--- src/rtl/sgp_pkg.sv ---
package sgp_pkg;
  localparam int DESC_BYTES = 8;
  localparam int SEG_AW     = 32;
  localparam int SEG_LW     = 32;
  localparam int RESID_W    = 24;

  // packed so that bit 0 is byte 0 of the little-endian descriptor
  typedef struct packed {
    logic [SEG_LW-1:0] len;
    logic [SEG_AW-1:0] addr;
  } sg_desc_t;

  typedef enum logic [2:0] {
    ST_IDLE,
    ST_FETCH,
    ST_ISSUE,
    ST_RUN,
    ST_FINISH
  } eng_state_e;

  // how many descriptors one burst brings in
  function automatic int unsigned burst_segs(input int unsigned remain, input int unsigned cap);
    return (remain < cap) ? remain : cap;
  endfunction

  // little-endian byte lanes: bytes 0..3 address, bytes 4..7 length
  function automatic sg_desc_t unpack_desc(input logic [63:0] raw);
    sg_desc_t d;
    d.addr = {raw[31:24], raw[23:16], raw[15:8], raw[7:0]};
    d.len  = {raw[63:56], raw[55:48], raw[47:40], raw[39:32]};
    return d;
  endfunction
endpackage

--- src/rtl/sgp_fetch.sv ---
module sgp_fetch
  import sgp_pkg::*;
#(
  parameter int PTR_W      = 16,
  parameter int CACHE_SEGS = 4,
  localparam int OCC_W     = $clog2(CACHE_SEGS + 1),
  localparam int IDX_W     = (CACHE_SEGS > 1) ? $clog2(CACHE_SEGS) : 1,
  localparam int BYTES_W   = OCC_W + 3
) (
  input  logic               clk,
  input  logic               rst,
  input  logic               go,
  input  logic [PTR_W-1:0]   go_addr,
  input  logic [OCC_W-1:0]   go_segs,
  output logic               rd_req,
  input  logic               rd_ready,
  output logic [PTR_W-1:0]   rd_addr,
  output logic [BYTES_W-1:0] rd_bytes,
  input  logic               rsp_valid,
  input  logic [63:0]        rsp_data,
  output logic               wr_en,
  output logic [IDX_W-1:0]   wr_idx,
  output sg_desc_t           wr_data,
  output logic               fill_done
);
  typedef enum logic [1:0] {F_IDLE, F_REQ, F_RSP} fetch_state_e;

  fetch_state_e       f_state;
  logic [PTR_W-1:0]   addr_q;
  logic [OCC_W-1:0]   want_q;
  logic [OCC_W-1:0]   beat_q;
  logic               last_beat;

  always_ff @(posedge clk) begin
    if (rst) begin
      f_state <= F_IDLE;
      addr_q  <= '0;
      want_q  <= '0;
      beat_q  <= '0;
    end else begin
      case (f_state)
        F_IDLE: if (go) begin
          addr_q  <= go_addr;
          want_q  <= go_segs;
          beat_q  <= '0;
          f_state <= F_REQ;
        end
        F_REQ: if (rd_ready) f_state <= F_RSP;
        F_RSP: if (rsp_valid) begin
          beat_q <= beat_q + OCC_W'(1);
          if (last_beat) f_state <= F_IDLE;
        end
        default: f_state <= F_IDLE;
      endcase
    end
  end

  assign last_beat = (beat_q == want_q - OCC_W'(1));
  assign rd_req    = (f_state == F_REQ);
  assign rd_addr   = addr_q;
  assign rd_bytes  = {want_q, 3'b000};
  assign wr_en     = (f_state == F_RSP) && rsp_valid;
  assign wr_idx    = beat_q[IDX_W-1:0];
  assign wr_data   = unpack_desc(rsp_data);
  assign fill_done = wr_en && last_beat;

  AST_BEAT_IN_BURST: assert property (@(posedge clk) disable iff (rst)
    wr_en |-> (beat_q < want_q));
  AST_REQ_HELD: assert property (@(posedge clk) disable iff (rst)
    (rd_req && !rd_ready) |=> (rd_req && $stable(rd_addr) && $stable(rd_bytes)));
  AST_BURST_SIZE: assert property (@(posedge clk) disable iff (rst)
    rd_req |-> (want_q != '0 && want_q <= OCC_W'(CACHE_SEGS)));
endmodule

--- src/rtl/sgp_cache.sv ---
module sgp_cache
  import sgp_pkg::*;
#(
  parameter int CACHE_SEGS = 4,
  localparam int OCC_W     = $clog2(CACHE_SEGS + 1),
  localparam int IDX_W     = (CACHE_SEGS > 1) ? $clog2(CACHE_SEGS) : 1
) (
  input  logic             clk,
  input  logic             rst,
  input  logic             flush,
  input  logic             wr_en,
  input  logic [IDX_W-1:0] wr_idx,
  input  sg_desc_t         wr_data,
  input  logic             fill_done,
  input  logic [OCC_W-1:0] fill_n,
  input  logic             pop,
  output sg_desc_t         head,
  output logic             empty
);
  sg_desc_t [CACHE_SEGS-1:0] slot_view;
  logic [OCC_W-1:0]          avail_q;
  logic [IDX_W-1:0]          rd_ptr;

  for (genvar s = 0; s < CACHE_SEGS; s++) begin : g_slot
    sg_desc_t q;
    always_ff @(posedge clk) begin
      if (wr_en && (wr_idx == IDX_W'(s))) q <= wr_data;
    end
    assign slot_view[s] = q;
  end

  always_ff @(posedge clk) begin
    if (rst || flush) begin
      avail_q <= '0;
      rd_ptr  <= '0;
    end else if (fill_done) begin
      avail_q <= fill_n;
      rd_ptr  <= '0;
    end else if (pop && avail_q != '0) begin
      avail_q <= avail_q - OCC_W'(1);
      rd_ptr  <= (avail_q == OCC_W'(1)) ? '0 : rd_ptr + IDX_W'(1);
    end
  end

  assign head  = slot_view[rd_ptr];
  assign empty = (avail_q == '0);

  AST_POP_NOT_EMPTY: assert property (@(posedge clk) disable iff (rst)
    pop |-> !empty);
  AST_FILL_ONLY_DRAINED: assert property (@(posedge clk) disable iff (rst)
    fill_done |-> empty);
endmodule

--- src/rtl/sgp_engine.sv ---
module sgp_engine
  import sgp_pkg::*;
#(
  parameter int PTR_W      = 16,
  parameter int CNT_W      = 8,
  parameter int CACHE_SEGS = 4,
  localparam int OCC_W     = $clog2(CACHE_SEGS + 1),
  localparam int IDX_W     = (CACHE_SEGS > 1) ? $clog2(CACHE_SEGS) : 1,
  localparam int BYTES_W   = OCC_W + 3
) (
  input  logic               clk,
  input  logic               rst,
  input  logic               start,
  input  logic [PTR_W-1:0]   list_ptr,
  input  logic [CNT_W-1:0]   seg_total,
  output logic               busy,
  output logic               done,
  output logic               rd_req,
  input  logic               rd_ready,
  output logic [PTR_W-1:0]   rd_addr,
  output logic [BYTES_W-1:0] rd_bytes,
  input  logic               rsp_valid,
  input  logic [63:0]        rsp_data,
  output logic               seg_valid,
  input  logic               seg_ready,
  output logic [SEG_AW-1:0]  seg_addr,
  output logic [SEG_LW-1:0]  seg_len,
  output logic               seg_last,
  input  logic               xfer_done,
  input  logic               xfer_underrun,
  input  logic [RESID_W-1:0] xfer_left,
  output logic [RESID_W-1:0] resid_bytes,
  output logic [CNT_W-1:0]   resid_segs
);
  function automatic logic [PTR_W-1:0] ptr_step(input logic [PTR_W-1:0] p);
    return p + PTR_W'(DESC_BYTES);
  endfunction

  eng_state_e         state;
  logic [CNT_W-1:0]   remain;
  logic [PTR_W-1:0]   next_ptr;

  // named events for the assertions
  logic ev_start, ev_seg_fire, ev_under, ev_seg_ok, ev_final;
  logic fetch_go, cache_empty, fill_done, wr_en;
  logic [CNT_W-1:0]   fetch_remain;
  logic [PTR_W-1:0]   fetch_addr;
  logic [OCC_W-1:0]   fetch_segs;
  logic [IDX_W-1:0]   wr_idx;
  sg_desc_t           wr_data, head;

  assign ev_start    = (state == ST_IDLE) && start;
  assign ev_seg_fire = (state == ST_ISSUE) && seg_ready;
  assign ev_under    = (state == ST_RUN) && xfer_underrun;
  assign ev_seg_ok   = (state == ST_RUN) && xfer_done && !xfer_underrun;
  assign ev_final    = ev_seg_ok && (remain == CNT_W'(1));

  assign fetch_go     = (ev_start && seg_total != '0) || (ev_seg_ok && !ev_final && cache_empty);
  assign fetch_remain = ev_start ? seg_total : remain - CNT_W'(1);
  assign fetch_addr   = ev_start ? list_ptr : next_ptr;
  assign fetch_segs   = OCC_W'(burst_segs(32'(fetch_remain), CACHE_SEGS));

  sgp_fetch #(.PTR_W(PTR_W), .CACHE_SEGS(CACHE_SEGS)) u_fetch (
    .clk       (clk),
    .rst       (rst),
    .go        (fetch_go),
    .go_addr   (fetch_addr),
    .go_segs   (fetch_segs),
    .rd_req    (rd_req),
    .rd_ready  (rd_ready),
    .rd_addr   (rd_addr),
    .rd_bytes  (rd_bytes),
    .rsp_valid (rsp_valid),
    .rsp_data  (rsp_data),
    .wr_en     (wr_en),
    .wr_idx    (wr_idx),
    .wr_data   (wr_data),
    .fill_done (fill_done)
  );

  sgp_cache #(.CACHE_SEGS(CACHE_SEGS)) u_cache (
    .clk       (clk),
    .rst       (rst),
    .flush     (ev_start),
    .wr_en     (wr_en),
    .wr_idx    (wr_idx),
    .wr_data   (wr_data),
    .fill_done (fill_done),
    .fill_n    (fetch_segs_q),
    .pop       (ev_seg_fire),
    .head      (head),
    .empty     (cache_empty)
  );

  // burst size of the fill in flight, for the cache occupancy
  logic [OCC_W-1:0] fetch_segs_q;
  always_ff @(posedge clk) begin
    if (rst)           fetch_segs_q <= '0;
    else if (fetch_go) fetch_segs_q <= fetch_segs;
  end

  always_ff @(posedge clk) begin
    if (rst) begin
      state       <= ST_IDLE;
      remain      <= '0;
      next_ptr    <= '0;
      resid_bytes <= '0;
      resid_segs  <= '0;
    end else begin
      case (state)
        ST_IDLE: if (start) begin
          remain   <= seg_total;
          next_ptr <= list_ptr;
          if (seg_total == '0) begin
            resid_bytes <= '0;
            resid_segs  <= '0;
            state       <= ST_FINISH;
          end else begin
            state <= ST_FETCH;
          end
        end
        ST_FETCH: if (fill_done) state <= ST_ISSUE;
        ST_ISSUE: if (seg_ready) begin
          next_ptr <= ptr_step(next_ptr);
          state    <= ST_RUN;
        end
        ST_RUN: begin
          if (xfer_underrun) begin
            resid_bytes <= xfer_left;
            resid_segs  <= remain;
            state       <= ST_FINISH;
          end else if (xfer_done) begin
            remain <= remain - CNT_W'(1);
            if (remain == CNT_W'(1)) begin
              resid_bytes <= '0;
              resid_segs  <= '0;
              state       <= ST_FINISH;
            end else if (cache_empty) begin
              state <= ST_FETCH;
            end else begin
              state <= ST_ISSUE;
            end
          end
        end
        ST_FINISH: state <= ST_IDLE;
        default:   state <= ST_IDLE;
      endcase
    end
  end

  assign busy      = (state != ST_IDLE);
  assign done      = (state == ST_FINISH);
  assign seg_valid = (state == ST_ISSUE);
  assign seg_addr  = head.addr;
  assign seg_len   = head.len;
  assign seg_last  = seg_valid && (remain == CNT_W'(1));

  AST_SEG_HELD: assert property (@(posedge clk) disable iff (rst)
    (seg_valid && !seg_ready) |=> (seg_valid && $stable(seg_addr) && $stable(seg_len)));
  AST_SEG_HAS_WORK: assert property (@(posedge clk) disable iff (rst)
    seg_valid |-> (remain != '0));
  AST_COUNT_DOWN: assert property (@(posedge clk) disable iff (rst)
    ev_seg_ok |=> (remain == $past(remain) - CNT_W'(1)));
  AST_FINAL_RESID: assert property (@(posedge clk) disable iff (rst)
    ev_final |=> (done && resid_bytes == '0 && resid_segs == '0));
  AST_PTR_STEP: assert property (@(posedge clk) disable iff (rst)
    ev_seg_fire |=> (next_ptr == $past(next_ptr) + PTR_W'(8)));
  AST_UNDER_ENDS: assert property (@(posedge clk) disable iff (rst)
    ev_under |=> (done && !seg_valid && !rd_req));
  AST_DONE_PULSE: assert property (@(posedge clk) disable iff (rst)
    done |=> !done);
  AST_ZERO_NO_FETCH: assert property (@(posedge clk) disable iff (rst)
    (ev_start && seg_total == '0) |=> (done && !rd_req));
endmodule

--- config.mk ---
export PLATFORM = sky130hd
export DESIGN_NAME = sgp_engine
export DESIGN_NICKNAME = d
export VERILOG_FILES = /design/src/rtl/sgp_pkg.sv /design/src/rtl/sgp_fetch.sv /design/src/rtl/sgp_cache.sv /design/src/rtl/sgp_engine.sv
export SDC_FILE = /design/constraint.sdc
export NUM_CORES = 1
export LEC_CHECK = 0
export BUFFER_PORTS_ARGS = -buffer_cell sky130_fd_sc_hd__buf_2
export CORE_MARGIN = 2
export CORE_UTILIZATION = 45
export CTS_CLUSTER_SIZE = 16
export DETAILED_ROUTE_END_ITERATION = 8
export GPL_ROUTABILITY_DRIVEN = 0
export PLACE_DENSITY_LB_ADDON = 0.2
export SYNTH_ARGS = -nofsm -noshare
export SYNTH_HDL_FRONTEND = slang
export SYNTH_SLANG_ARGS = --single-unit
--- constraint.sdc ---
create_clock -name clk -period 2.7 [get_ports clk]
set_input_delay 0.405 -clock clk [delete_from_list [all_inputs] [get_ports clk]]
set_output_delay 0.405 -clock clk [all_outputs]
set_load 0.05 [all_outputs]
==> results.yml, run 1 <==
run_status:
  status: "completed"
timing:
  hold_slack_ns: 0.101
  rsz0062_at_grt: "no"
  setup-tns-final_ns: 0
  hold_viol: 0
  fmaxAchievable_mhz: 406
  period_share: 0.913
  setup_viol: 0
  clock_skew_ns: 0.0132
  fin_crit_ns: 2.47
  worst_slew_pin_slew_ns: 0.986
  slew_viol_final: 0
  slew_headroom: 0.341
grt:
  grt_util_all_layers: 0.179
  antenna_found_initial: 0
  grt_max_degree: 65
  grt_pass1_vias: 7963
  grt_overflow: 0
  grt_pass1_wl_mm: 43.7
yosys:
  yosys_most_used_dff: "edfxtp_1"
  synth_edf_count: 256
  yosysUniqueCellTypes: 68
  synth_area_mm2: 0.0134
  syn-instance-count: 792
  yosysWarnings: 0
  async_reset_ff_frac: 0
  ys_ff_latch: 347
  yosysSeqAreaShare: 0.708
  syn_area_per_cell_um2: 17.0
clock_network:
  cts_buffers: 37
  cts-root-buf: "clkbuf_16"
  clock_sinks: 347
  ctsHtreeMaxLevel: 2
  clock_path_buffers: 3
  insertion_delay_ns: 0.50
  ctsHoldBuffers: 0
  clk_pin_slew_ns: 0.06
  cts_tree: "built"
layout:
  postLayoutCoreUtil: 0.554
  finalNetCount: 1179
  num_antenna_cells: 0
  postLayoutCellArea_mm2: 0.0164
  syn_to_final_growth_pct: 21.9
  drive_gt1_frac: 0.370
power_and_ir_drop:
  sequentialPowerShare: 0.508
  intPower_uw: 9050
  leakage_uw: 0.00593
  ir_drop_mv: 0.354
  p_switching_uw: 2530
  clockPowerShare: 0.426
  combPwrFrac: 0.066
  power.density_mw_per_mm2: 706
  swShare: 0.218
detailed_routing:
  wl_met1_mm: 12.4
  dr_wl_met2_mm: 13.1
  routed_wl_mm: 28.2
  met3_length_mm: 2.18
  num_vias: 7978
  viasPerCell: 5.44
  wl_per_cell_um: 19.2
  route.detailed.drc: 0
  drt.antenna.violating_nets: 0
  drtIter0Drc: 597
  dr.pass1.iters: 5
  top_layer: "met4"
setup_path:
  path_class: "reg2out"
  r2r_start: "remain[0]"
  required_ns: 2.30
  crit_fanout: 12
  critPathLaunch: "u_cache.rd_ptr[0]"
  startpoint_type: "register"
  worstPathArrival_ns: 2.06
  endpoint_kind: "primary output"
placement:
  port_buffers: 239
  place_hpwl_mm: 17.9
  place_area_mm2: 0.0152
die:
  start_util: 0.455
  dieHeight_um: 177
  rows: 63
  die_width_um: 177
  die_area_mm2: 0.0313
  coreArea_mm2: 0.0296
  ios: 243
worst_hold_path:
  min_from: "rd_ready"
  min_path_type: "in2reg"
flow_run:
  max_cap_viol_count: 0
## per-layer routing
layer	vias up	track usage
li1	3702	-
met1	3936	0.253
met2	298	0.284
met3	42	0.0415
met4	0	0.0379
met5	-	0
## power groups by stage
stage | clock network [uW] | logic [uW] | registers, uW
after floorplan | 0 | 436 | 6030
after global placement | 0 | 755 | 5990
after detailed placement | 0 | 763 | 5990
after CTS | 5050 | 766 | 5880
after global routing | 5250 | 827 | 5890
final | 4930 | 762 | 5880
## per-stage QoR
| stage | cells | setup slack (ns) | power [uW] |
|---|---|---|---|
| 2_1_floorplan | 794 | 0.0583 | 6470 |
| 3_3_place_gp | 1399 | 0.310 | 6740 |
| 3_5_place_dp | 1399 | 0.256 | 6750 |
| 4_1_cts | 1466 | 0.0693 | 11700 |
| 5_1_grt | 1466 | 0.0126 | 12000 |
| 6_report | 1466 | 0.235 | 11600 |
## final timing paths
path / cells after the start / slack, ns / end
setup / recovery: 3 / 0.23 / seg_len[16]
hold / removal: 2 / 0.10 / u_fetch.f_state[0]
setup reg to reg: 7 / 0.28 / fetch_segs_q[0]
hold reg to reg: 1 / 0.46 / u_fetch.rd_addr[4]
## placed cells by master, fill, tap and decap left out, types with 4 or more instances in the layout
cell,count
buf_4,17
clkinv_2,4
and2_2,4
mux2i_1,15
xnor2_1,4
nor2_1,32
dfxtp_1,88
a21boi_0,4
a221oi_1,5
o21ai_0,22
nand3_1,12
a21oi_1,25
clkinv_1,7
buf_2,239
clkbuf_16,38
and3_1,7
mux4_2,64
nand2_1,31
a31oi_1,5
buf_12,5
a22o_1,33
o2bb2ai_1,17
and2_1,5
ha_1,11
o31ai_1,4
clkbuf_1,8
clkbuf_8,4
nand4_1,6
nor3_1,10
inv_1,17
edfxtp_1,256
## cell usage after synthesis, drive strengths merged, types with 11 or more instances
library cell	count	area share
ha	11	0.010
nor2	32	0.0089
edfxtp	256	0.57
o21ai	22	0.0082
clkbuf	29	0.0081
buf	17	0.0067
nand3	12	0.0045
o2bb2ai	17	0.011
dfxtp	91	0.14
inv	17	0.0047
nand2	31	0.0087
a21oi	27	0.010
mux2i	15	0.011
mux4	64	0.11
a22o	33	0.022
## flip-flops by register name, summed over array words and instances (netlist names), 8 cells and up
name              cells
resid_segs            8
u_cache.g_slot.q    256
resid_bytes          24
remain                8
next_ptr             16
u_fetch.rd_addr      16
## cell families (layout without fill, tap and decap cells)
| logic type | Yosys count | after routing | share of synthesized area |
|---|---|---|---|
| multiplexers | 79 | 79 | 0.118 |
| buffers and inverters | 63 | 345 | 0.0195 |
| other | 1 | 3 | 0.000279 |
| flip-flops | 347 | 347 | 0.708 |
| XOR/XNOR | 8 | 8 | 0.00624 |
| AO/OA/AOI/OAI | 152 | 152 | 0.0857 |
| AND/OR/NAND/NOR | 131 | 131 | 0.0520 |
| adder cells (fa/ha/maj) | 11 | 11 | 0.0102 |
## layout make-up
cell class | instances | area (um2)
Clock inverter | 17 | 163
Sequential cell | 347 | 9520
Tap cell | 390 | 488
Multi-Input combinational cell | 384 | 3690
Clock buffer | 50 | 1040
Fill cell | 2387 | 13200
Inverter | 17 | 63.8
Timing Repair Buffer | 261 | 1420
## critical path, stage by stage, from the launching register on
cell and delay [ns]:
dfxtp_4 0.46, buf_4 0.31, mux4_2 0.55, buf_2 0.23
## what timing repair did
item                       CTS  global route
gates resized for setup      0             1
setup endpoints to repair    0             1
buffers inserted             0             0
(Power assumes the default switching activity.)
==> run 2, diff against run 1 <==
Settings changed: GPL_TIMING_DRIVEN from default to 0.
==> run 2 against run 1 <==
Against the previous run:
- wire length up 1.5%
- worst setup slack got worse by 0.13 ns
- largest power group unchanged
- fmax is 4.9% lower
- largest cell class unchanged
- clock skew up 0.0028 ns
==> results.yml, run 2 (synthesis results as in run 1) <==
setup_path:
  worst-path-stages: 4
  crit_path_cell_trace: "clkbuf_1 > or3b_2 > inv_1 > buf_2"
  cpMaxStageDelayCell: "or3b_2"
  r2r_cells: 7
  endpoint_kind: "primary output"
  endpoint: "seg_valid"
  critPathBufInv: 3
  crit_fanout: 10
  critPathLaunch: "state[0]"
  worstPathArrival_ns: 2.19
  r2r_setup_slack_ns: 0.21
  startpoint_type: "register"
  path_class: "reg2out"
  required_ns: 2.30
  r2r_start: "remain[0]"
  slowest_delay_ns: 0.59
  r2r_end: "fetch_segs_q[0]"
  cp_top_family: "buffers and inverters"
timing:
  hold_slack_ns: 0.103
  hold_viol: 0
  fin_crit_ns: 2.59
  worst_slew_pin_slew_ns: 0.790
  slew_viol_final: 0
  setup_viol: 0
  rsz0062_at_grt: "yes"
  fmaxAchievable_mhz: 386
  worst_slack_ns: 0.108
  clock_skew_ns: 0.0160
  period_share: 0.960
  slew_headroom: 0.473
clock_network:
  ctsHtreeMaxLevel: 2
  insertion_delay_ns: 0.51
  post_cts_buffers: 0
  clk_pin_slew_ns: 0.06
  cts-root-buf: "clkbuf_16"
  cts_buffers: 36
  clock_sinks: 347
  cts_tree: "built"
  clock_path_buffers: 3
die:
  ios: 243
  dieHeight_um: 177
  die_area_mm2: 0.0313
  coreArea_mm2: 0.0296
  start_util: 0.455
  die_width_um: 177
  rows: 63
layout:
  final_common_cell: "edfxtp_1"
  regMostFlops: "u_cache.g_slot.q"
  reg_top3: "u_cache.g_slot.q x256, resid_bytes x24"
  drive_gt1_frac: 0.360
  finalNetCount: 1204
  syn_to_final_growth_pct: 22.1
  largest_reg_flops: 256
  regArea_mm2: 0.00951
  multi_input_comb_area_mm2: 0.00369
  layoutNonFillerInstCount: 1489
  nFillCells: 2406
  most-common-layout-cells: "edfxtp_1 (256), buf_2 (251), dfxtp_1 (91)"
grt:
  grt_max_degree: 55
  grt_pass1_vias: 8042
  antenna_found_initial: 1
  grt_overflow: 0
  grt_pass1_wl_mm: 44.3
  grt_util_all_layers: 0.182
power_and_ir_drop:
  power.density_mw_per_mm2: 690
  leakage_uw: 0.00595
  ir_drop_mv: 0.537
  power_uw: 11300
detailed_routing:
  routed_wl_mm: 28.6
  route.detailed.drc: 0
  drtIter0Drc: 426
  viasPerCell: 5.35
  drt.antenna.violating_nets: 0
  wl_per_cell_um: 19.2
  num_vias: 7970
  dr.pass1.iters: 7
run_status:
  status: "completed"
worst_hold_path:
  min_path_type: "in2reg"
placement:
  port_buffers: 239
  pre_cts_ws_ns: -0.145
  place_inst: 1427
  place_hpwl_mm: 19.3
flow_run:
  max_cap_viol_count: 0
run 2: changes by cell type in the layout (fill, tap and decap cells not counted), sizes merged:
cell and delta:
diode +1, inv -2, clkbuf +28, clkinv -3
buf +1, bufinv -2
run 2: worst min-delay path by stage:
stage	from	end	slack, ns	depth (start not counted)
floorplan	fetch_segs_q[2]	fetch_segs_q[2]	0.43	2
global placement	u_fetch.rd_addr[0]	u_fetch.rd_addr[0]	0.44	1
detailed placement	u_fetch.rd_addr[8]	u_fetch.rd_addr[8]	0.44	1
CTS	rd_ready	u_fetch.f_state[0]	0.08	2
global route	rd_ready	u_fetch.f_state[0]	0.09	2
finish	rd_ready	u_fetch.f_state[0]	0.10	2
run 2: worst reg2reg max path: stages, from the launching register on:
cell and delay (ns):
dfxtp_1 0.45, inv_1 0.11, ha_1 0.30, xor2_1 0.16
or4_1 0.46, a2111oi_4 0.38, a32oi_1 0.23, o41ai_1 0.29
run 2: cell type report:
cell class | count | area share
multi-input combinational | 384 | 0.225
clock buffer | 53 | 0.0644
timing repair buffer | 243 | 0.0791
inverter | 17 | 0.00389
tap | 390 | 0.0297
clock inverter | 10 | 0.00480
sequential | 347 | 0.579
buffer | 44 | 0.0139
antenna | 1 | 0.000152
run 2: timing repair:
item | in CTS | in global routing
cloned | 0 | 0
resized for setup | 15 | 4
pin swaps | 0 | 1
endpoints found under the hold margin | 0 | 0
hold buffers | 0 | 0
setup endpoints to repair | 59 | 33
run 2: metal layers:
layer,up-vias,track usage,routed length (um)
li1,3753,-,-
met1,3932,0.249,12500
met2,247,0.297,13800
met3,38,0.0399,1840
met4,0,0.0475,507
met5,-,0,0
run 2: through the flow:
step | utilization | setup TNS, ns | cell area [um2]
6_report | 0.555 | 0 | 16400
5_1_grt | 0.555 | -0.00950 | 16400
4_1_cts | 0.555 | 0 | 16400
3_5_place_dp | 0.516 | -0.853 | 15200
3_3_place_gp | 0.512 | -322.48 | 15100
2_1_floorplan | - | 0 | 13400
run 2: where the power goes:
part           total (uW)  switching [uW]  internal, uW
registers            5870            63.9          5800
clock network        4670            1870          2800
logic                 784             523           262
total               11300            2460          8870
